## src/rtl/cal_seq_pkg.sv

```systemverilog
package cal_seq_pkg;
  localparam int unsigned CH_MAX = 12;

  typedef enum logic [2:0] {
    ST_IDLE,
    ST_CAL,
    ST_CHECK,
    ST_STEP,
    ST_SHIFT,
    ST_RETIRE,
    ST_DONE
  } seq_state_e;

  // one-hot mask of a channel index, full width; callers slice it
  function automatic logic [CH_MAX-1:0] chan_bit(input int unsigned idx);
    chan_bit = CH_MAX'(1) << idx;
  endfunction

  // counter width that can hold a count up to n-1
  function automatic int unsigned count_width(input int unsigned n);
    count_width = (n > 1) ? $clog2(n) + 1 : 1;
  endfunction
endpackage

```

## src/rtl/cal_req_capture.sv

```systemverilog
module cal_req_capture #(
  parameter int unsigned NUM_CH = 12
) (
  input  logic              clk,
  input  logic              rst,
  input  logic [NUM_CH-1:0] req,
  output logic              req_held
);
  logic [NUM_CH-1:0] req_q;

  always_ff @(posedge clk) begin
    if (rst) req_q <= '0;
    else     req_q <= req;
  end

  // same nonzero value on two consecutive edges
  assign req_held = (req != '0) && (req == req_q);
endmodule

```

## src/rtl/cal_phase_timer.sv

```systemverilog
module cal_phase_timer #(
  parameter int unsigned CW = 12
) (
  input  logic          clk,
  input  logic          rst,
  input  logic          run,
  input  logic [CW-1:0] last,
  output logic          expire
);
  logic [CW-1:0] cnt;

  always_ff @(posedge clk) begin
    if (rst || !run) cnt <= '0;
    else             cnt <= cnt + 1'b1;
  end

  assign expire = run && (cnt == last);
endmodule

```

## src/rtl/cal_pending_scan.sv

```systemverilog
module cal_pending_scan
  import cal_seq_pkg::*;
#(
  parameter int unsigned NUM_CH = 12,
  parameter int unsigned IW     = 4
) (
  input  logic              clk,
  input  logic              rst,
  input  logic              load,
  input  logic [NUM_CH-1:0] load_mask,
  input  logic              step,
  input  logic              retire,
  output logic              pend_cur,
  output logic              pend_any,
  output logic [IW-1:0]     idx,
  output logic [NUM_CH-1:0] cur_onehot
);
  logic [NUM_CH-1:0] pending;
  logic [CH_MAX-1:0] full_bit;

  assign full_bit   = chan_bit(int'(idx));
  assign cur_onehot = full_bit[NUM_CH-1:0];
  assign pend_cur   = |(pending & cur_onehot);
  assign pend_any   = |pending;

  always_ff @(posedge clk) begin
    if (rst) begin
      pending <= '0;
      idx     <= '0;
    end else if (load) begin
      pending <= load_mask;
      idx     <= '0;
    end else begin
      if (step)   idx     <= idx + 1'b1;
      if (retire) pending <= pending & ~cur_onehot;
    end
  end
endmodule

```

## src/rtl/cal_req_sequencer.sv

```systemverilog
module cal_req_sequencer
  import cal_seq_pkg::*;
#(
  parameter int unsigned NUM_CH     = 12,
  parameter int unsigned CAL_CYCLES = 2000,
  parameter int unsigned SHIFT_LEN  = 32
) (
  input  logic              clk,
  input  logic              rst,
  input  logic [NUM_CH-1:0] cal_req,
  output logic [NUM_CH-1:0] cal_busy,
  output logic [NUM_CH-1:0] shift_busy,
  output logic [NUM_CH-1:0] shift_sel,
  output logic              shift_en,
  output logic              load_strobe
);
  localparam int unsigned IW   = (NUM_CH > 1) ? $clog2(NUM_CH) : 1;
  localparam int unsigned LONG = (CAL_CYCLES > SHIFT_LEN) ? CAL_CYCLES : SHIFT_LEN;
  localparam int unsigned CW   = count_width(LONG);
  localparam logic [CW-1:0] CAL_LAST   = CW'(CAL_CYCLES - 1);
  localparam logic [CW-1:0] SHIFT_LAST = CW'(SHIFT_LEN - 1);

  seq_state_e state, state_nxt;

  logic              req_held;
  logic              t_run, t_expire;
  logic [CW-1:0]     t_last;
  logic              pend_cur, pend_any;
  logic [IW-1:0]     idx;
  logic [NUM_CH-1:0] cur_onehot;

  // named internal events, also used by the checker
  logic ev_capture, ev_cal_end, ev_step, ev_retire;

  assign ev_capture = (state == ST_IDLE) && req_held && (shift_busy == '0);
  assign ev_cal_end = (state == ST_CAL) && t_expire;
  assign ev_step    = (state == ST_STEP);
  assign ev_retire  = (state == ST_RETIRE);

  assign t_run  = (state == ST_CAL) || (state == ST_SHIFT);
  assign t_last = (state == ST_CAL) ? CAL_LAST : SHIFT_LAST;

  cal_req_capture #(.NUM_CH(NUM_CH)) u_cap (
    .clk(clk), .rst(rst), .req(cal_req), .req_held(req_held)
  );

  cal_phase_timer #(.CW(CW)) u_tmr (
    .clk(clk), .rst(rst), .run(t_run), .last(t_last), .expire(t_expire)
  );

  cal_pending_scan #(.NUM_CH(NUM_CH), .IW(IW)) u_scan (
    .clk(clk), .rst(rst), .load(ev_capture), .load_mask(cal_req),
    .step(ev_step), .retire(ev_retire), .pend_cur(pend_cur),
    .pend_any(pend_any), .idx(idx), .cur_onehot(cur_onehot)
  );

  always_comb begin
    state_nxt = state;
    unique case (state)
      ST_IDLE:   if (ev_capture) state_nxt = ST_CAL;
      ST_CAL:    if (t_expire)   state_nxt = ST_CHECK;
      ST_CHECK: begin
        if (!pend_any)     state_nxt = ST_DONE;
        else if (pend_cur) state_nxt = ST_SHIFT;
        else               state_nxt = ST_STEP;
      end
      ST_STEP:   state_nxt = ST_CHECK;
      ST_SHIFT:  if (t_expire) state_nxt = ST_RETIRE;
      ST_RETIRE: state_nxt = ST_CHECK;
      ST_DONE:   state_nxt = ST_IDLE;
      default:   state_nxt = ST_IDLE;
    endcase
  end

  always_ff @(posedge clk) begin
    if (rst) state <= ST_IDLE;
    else     state <= state_nxt;
  end

  // per-channel busy flags
  for (genvar c = 0; c < NUM_CH; c++) begin : g_chan
    always_ff @(posedge clk) begin
      if (rst) begin
        cal_busy[c]   <= 1'b0;
        shift_busy[c] <= 1'b0;
      end else begin
        if (ev_capture)      cal_busy[c] <= cal_req[c];
        else if (ev_cal_end) cal_busy[c] <= 1'b0;
        if (ev_capture)                    shift_busy[c] <= cal_req[c];
        else if (ev_retire && cur_onehot[c]) shift_busy[c] <= 1'b0;
      end
    end
  end

  assign shift_en    = (state == ST_SHIFT);
  assign shift_sel   = shift_en ? cur_onehot : '0;
  assign load_strobe = (state == ST_DONE);
endmodule

```

## config.mk

```make
export PLATFORM = sky130hd
export DESIGN_NAME = cal_req_sequencer
export DESIGN_NICKNAME = d
export VERILOG_FILES = /design/src/rtl/cal_seq_pkg.sv /design/src/rtl/cal_req_capture.sv /design/src/rtl/cal_phase_timer.sv /design/src/rtl/cal_pending_scan.sv /design/src/rtl/cal_req_sequencer.sv
export SDC_FILE = /design/constraint.sdc
export NUM_CORES = 1
export LEC_CHECK = 0
export ABC_AREA = 1
export BUFFER_PORTS_ARGS = -buffer_cell sky130_fd_sc_hd__buf_2
export CORE_ASPECT_RATIO = 1.4
export CORE_UTILIZATION = 40
export DETAILED_ROUTE_END_ITERATION = 7
export PLACE_DENSITY = 0.68
export SETUP_SLACK_MARGIN = 0.4
export SYNTH_ARGS = -nofsm -noshare
export SYNTH_HDL_FRONTEND = slang
export SYNTH_SLANG_ARGS = --single-unit
```

## constraint.sdc

```tcl
create_clock -name clk -period 2.18 [get_ports clk]
set_clock_uncertainty 0.1 [all_clocks]
set_input_delay 0.436 -clock clk [delete_from_list [all_inputs] [get_ports clk]]
set_output_delay 0.436 -clock clk [all_outputs]
set_load 0.01 [all_outputs]
```

==> impl_metrics.csv, run 1 <==
group,metric,value,unit
place,hpwl,6.13,mm
global_routing,grt_max_degree,17,
routing,wl,9.89,mm
min_path,hold_class,"in -> reg",
cells_and_area,final_cell_area,4480,um^2
routing,drtAntennaViolNets,0,
worst_setup_path,cp.required,1.64,ns
logic_synthesis,synth_compound_area_share,8.17,%
timing,whs,0.249,ns
clock_network,clk_pin_slew,0.08,ns
timing,setup_tns,0,ns
worst_setup_path,arrival,1.56,ns
place,port_buffers,51,
timing,max_freq,477,MHz
logic_synthesis,synth-simple-area-share,36.1,%
global_routing,track_usage,21.6,%
place,dpl_cell_area,3570,um^2
logic_synthesis,ys_types,31,
timing,tightest_slew,1.04,ns
timing,drv_slew,0,
worst_setup_path,start_kind,"flop",
timing,finalHoldViolations,0,
logic_synthesis,synth_area,3230,um^2
logic_synthesis,synth_edf_count,0,
floorplanning,die_w,78.0,um
timing,setup_violations,0,
worst_setup_path,path_cells,"inv_4, nand2_4, nor2_4, clkinvlp_4, nor2_2, buf_2",
cells_and_area,fillers,712,
cells_and_area,final_nets,575,
timing,rsz0062_at_grt,"true",
timing,finalCritPeriodShare,96.1,%
global_routing,grt_pass1_wl,14.1,mm
logic_synthesis,avgSynthCellArea,6.94,um^2
floorplanning,rows,38,
worst_setup_path,critPathKind,"reg -> out",
status,status,"finished clean",
power_and_ir_drop,irDropWorstVdd,384,uV
timing,slew_headroom,30.5,%
floorplanning,die_area,8450,um^2
clock_network,cts_sinks,67,
logic_synthesis,ys_seq_area_share,41.5,%
place,place_congestion,0.899,
cells_and_area,drive_gt1_share,34.2,%
min_path,hold_depth,3,
cells_and_area,area_growth,38.7,%
worst_setup_path,r2r_setup_slack,0.21,ns
logic_synthesis,synthXorXnorAreaFrac,1.08,%
clock_network,clock_latency,0.37,ns
routing,via_per_inst,5.15,
worst_setup_path,cp-end-kind,"primary output",
logic_synthesis,yosysTopAreaCell,"dfxtp_1",
cells_and_area,antennaDiodeCount,0,
worst_setup_path,crit_path_max_incr_delay,0.37,ns
logic_synthesis,synth_top_family_by_area,"simple AND/OR/NAND/NOR gates",
power_and_ir_drop,p_per_area,635,nW/um^2
clock_network,cts_buffers,9,
run,maxCapViolations,0,
routing,num_vias,3395,
place,post-place-ws,0.268,ns
logic_synthesis,yosys_warnings,0,
worst_setup_path,cpMaxStageDelayCell,"dfxtp_4",
timing,worst_slack,0.0847,ns
logic_synthesis,yosys.area.top_type_share,41.5,%
cells_and_area,final_common_cell,"nand2_1",
global_routing,grt_pass1_vias,3098,
timing,min_period,2.10,ns
logic_synthesis,synthArstFlopShare,0,%
logic_synthesis,synthesis.nets,487,
routing,initialDrtViolationCount,174,
logic_synthesis,syn-instance-count,466,
logic_synthesis,synthAdderAreaFrac,2.71,%
logic_synthesis,ys.flop_type,"dfxtp_1",
cells_and_area,final_cells,659,
floorplanning,ios,52,
routing,drcViolationCount,0,
clock_network,htree_levels,3,
floorplanning,die_h,108,um
clock_network,cts_max_path_buffers,2,
power_and_ir_drop,p_leak,2.07,nW
logic_synthesis,muxShareOfSynthArea,0,%
worst_setup_path,r2r_cells,9,
floorplanning,core-area,7800,um^2
routing,routedWlPerCell,15.0,um
logic_synthesis,yosys-top-cells-area,"dfxtp_1 41%, nand2_1 12%, nor2_1 9.9%, inv_1 6.7%, o21ai_0 5.3%",
clock_network,cts_tree,"yes",
logic_synthesis,ys_seq_elements,67,
global_routing,grt_remaining_overflow,0,
cells_and_area,mostFrequentLayoutCells,"91 x nand2_1, 66 x nor2_1, 62 x dfxtp_1, 52 x inv_1, 49 x buf_2",
place,placed_cells,612,
floorplanning,initial_core_util,41.5,%
global_routing,antenna_found_initial,0,
clock_network,clock-root-buffer,"clkbuf_8",
routing,drtPass1Iterations,5,
worst_setup_path,path_max_fanout,7,
## report_power, final
part           internal [mW]  switching [mW]
Sequential              1.24          0.0161
Clock                  0.651           0.538
Combinational          0.158           0.240
## final timing paths
path,startpoint,end
setup / recovery,state[0],shift_sel[9]
setup reg to reg,shift_busy[2],shift_busy[6]
hold reg to reg,u_tmr.cnt[0],u_tmr.cnt[0]
hold / removal,cal_req[8],u_cap.req_q[8]
## cell usage after synthesis (3+ instances only)
cell	count
nor3_1	7
nand4_1	23
nand3_1	25
a21oi_1	12
inv_1	58
nand2_1	106
buf_6	4
dfxtp_1	67
buf_2	4
nand2_2	5
o21ai_0	34
ha_1	7
nor3_2	3
nor2_1	85
## critical path, delay by kind of cell (launching register included)
| kind | cells | cell delay, ns |
|---|---|---|
| simple gates | 3 | 0.37 |
| buf+inv | 3 | 0.45 |
| flops | 1 | 0.37 |
## through the flow
step                      utilization (%)  power (mW)
final                                57.5        2.85
after global routing                 57.5        2.94
after CTS                            51.1        2.70
after detailed placement             45.7        1.50
after global placement               45.7        1.50
after floorplan                         -        1.45
## what timing repair did
item                       in CTS  in global routing
hold buffers                    0                  0
setup buffers                   9                 15
pin swaps                       8                 14
setup endpoints to repair      38                 69
gates resized for setup        33                108
cloned                          2                  5
## kinds of logic after synthesis
kind of cell / Yosys count
XOR/XNOR: 4
flip-flops: 67
AO/OA/AOI/OAI: 51
buffers and inverters: 73
AND/OR/NAND/NOR: 264
adder cells (fa/ha/maj): 7
## flip-flops by register name, indices dropped and copies added (netlist names)
signal	flops
u_cap.req_q	12
u_tmr.cnt	12
u_scan.idx	4
u_scan.pending	12
state	3
shift_busy	12
cal_busy	12
## final cells by class
class / instances / area [um^2] / share of cell area (%)
timing repair inverter: 1 / 7.51 / 0.167
timing repair buffer: 85 / 589 / 13.1
clock buffer: 9 / 124 / 2.76
clock inverter: 7 / 100 / 2.23
inverter: 59 / 230 / 5.14
sequential: 67 / 1360 / 30.2
tap: 100 / 125 / 2.79
multi-input combinational: 331 / 1950 / 43.5
## routing by layer
metal	global-route usage [%]	vias to the layer above	wire length (um)
li1	-	1675	-
met1	24.5	1566	4070
met2	37.9	119	5050
met3	5.40	35	448
met4	9.79	0	328
met5	0	-	0
No activity file was read; power rests on OpenSTA's default activity.
==> run 2: changes to the inputs <==
Settings changed: CORE_ASPECT_RATIO 1.4 to 1.2.
==> run 2 against run 1 <==
Compared with the run above: sequential power about the same; cell area is 3.1% higher; the flow now finishes with violations (design-rule violations); largest cell class unchanged; routed wire length decreased by 1.5%; total power fell by 7.4%; worst setup slack gained 0.075 ns.
==> impl_metrics.csv, run 2 (synthesized netlist as in run 1, its figures left out) <==
group,metric,value,unit
floorplanning,ios,52,
global_routing,grt_max_degree,17,
power_and_ir_drop,p_leak,2.10,nW
routing,drtPass1Iterations,8,
timing,finalCritPeriodShare,92.7,%
timing,setup_tns,0,ns
cells_and_area,drive_gt1_share,37.3,%
power_and_ir_drop,power_switching,0.737,mW
clock_network,clock_latency,0.35,ns
power_and_ir_drop,p_int,1.90,mW
min_path,hold_depth,3,
routing,wl_met3,628,um
routing,routedWlPerCell,14.9,um
floorplanning,die_w,84.1,um
timing,tightest_slew,0.499,ns
routing,dr_wl_met2,4.84,mm
place,hpwl,5.89,mm
power_and_ir_drop,p_per_area,570,nW/um^2
worst_setup_path,cp-end-kind,"primary output",
cells_and_area,final_common_cell,"nand2_1",
clock_network,clock-root-buffer,"clkbuf_8",
routing,num_vias,3457,
cells_and_area,area_growth,43.0,%
floorplanning,rows,35,
min_path,hold_class,"in -> reg",
place,port_buffers,51,
routing,drcViolationCount,8,
cells_and_area,multi_input_area,2030,um^2
worst_setup_path,r2r_cells,8,
power_and_ir_drop,p_seq_share,47.6,%
routing,wl,9.74,mm
routing,initialDrtViolationCount,191,
floorplanning,initial_core_util,41.7,%
timing,setup_violations,0,
clock_network,cts_buffers,9,
floorplanning,core-area,7750,um^2
power_and_ir_drop,irDropWorstVdd,308,uV
global_routing,grt_remaining_overflow,0,
power_and_ir_drop,swShare,27.9,%
floorplanning,die_area,8450,um^2
timing,finalHoldViolations,0,
clock_network,htree_levels,3,
power_and_ir_drop,combPwrFrac,12.2,%
cells_and_area,final_nets,576,
status,status,"finished with violations",
worst_setup_path,cp.required,1.64,ns
routing,drtAntennaViolNets,0,
cells_and_area,antennaDiodeCount,0,
worst_setup_path,arrival,1.48,ns
run,maxCapViolations,0,
place,place_congestion,0.888,
place,post-place-ws,0.275,ns
routing,top_layer,"met4",
worst_setup_path,start_kind,"flop",
power_and_ir_drop,clkPwrFrac,40.2,%
timing,slew_headroom,66.7,%
routing,via_per_inst,5.30,
global_routing,antenna_found_initial,0,
cells_and_area,regArea,1370,um^2
cells_and_area,fillers,653,
floorplanning,die_h,100,um
timing,drv_slew,0,
timing,min_period,2.02,ns
routing,met1_length,4.01,mm
cells_and_area,mostFrequentLayoutCells,"89 x nand2_1, 67 x nor2_1, 60 x dfxtp_1, 47 x inv_1, 42 x buf_2",
timing,whs,0.270,ns
clock_network,cts_sinks,67,
worst_setup_path,path_max_fanout,9,
clock_network,cts_max_path_buffers,2,
global_routing,grt_pass1_vias,3070,
clock_network,clk_pin_slew,0.08,ns
global_routing,track_usage,21.5,%
timing,max_freq,495,MHz
status,violations,"design-rule violations",
worst_setup_path,critPathKind,"reg -> out",
timing,rsz0062_at_grt,"true",
clock_network,cts_tree,"yes",
timing,worst_slack,0.160,ns
global_routing,grt_pass1_wl,14.3,mm
clock_network,holdBufCountCts,0,
-- run 2: layer usage --
| metal | up-vias | global-route usage (%) |
|---|---|---|
| met5 | - | 0 |
| met4 | 0 | 9.95 |
| met3 | 23 | 4.10 |
| met2 | 154 | 36.1 |
| met1 | 1610 | 26.9 |
| li1 | 1670 | - |
-- run 2: path summary, 6_finish.rpt --
kind	from	end	slack [ns]
max	u_scan.idx[2]	shift_sel[9]	0.16
min	cal_req[9]	u_cap.req_q[9]	0.27
max reg2reg	state[0]	u_scan.idx[2]	0.26
min reg2reg	u_tmr.cnt[0]	u_tmr.cnt[0]	0.35
-- run 2: metrics by stage --
stage	util [%]	instance area (um^2)	power, mW	instances
2_1_floorplan	-	3240	1.45	466
3_3_place_gp	45.7	3540	1.50	602
3_5_place_dp	45.7	3540	1.50	602
4_1_cts	52.7	4080	2.58	638
5_1_grt	59.6	4620	2.75	652
6_report	59.6	4620	2.64	652
-- run 2: area by class of cell --
class	instances	share of cell area, %
multi-input cells	327	44.0
flip-flops and latches	67	29.5
repair buffers	91	14.4
inverters	59	5.22
clock buffers	9	2.68
well taps	92	2.49
clock inverters	7	1.68
-- run 2: worst max-delay path, stage by stage, from the launching register on --
cell	delay [ns]
dfxtp_4	0.41
inv_2	0.13
buf_6	0.19
nand3_2	0.14
nor2_2	0.14
buf_2	0.13
-- run 2: power groups by stage --
stage | Sequential [mW] | Clock (mW) | Combinational (mW)
6_report | 1.26 | 1.06 | 0.321
5_1_grt | 1.26 | 1.13 | 0.355
4_1_cts | 1.26 | 1.08 | 0.250
3_5_place_dp | 1.29 | 0 | 0.208
3_3_place_gp | 1.29 | 0 | 0.205
2_1_floorplan | 1.29 | 0 | 0.166
-- run 2: repair_timing --
action / 4_1_cts / 5_1_grt
cloned: 1 / 1
pin swaps: 9 / 30
buffers inserted: 19 / 13
hold endpoints to repair: 0 / 0
resized for setup: 57 / 128
setup endpoints to repair: 24 / 60
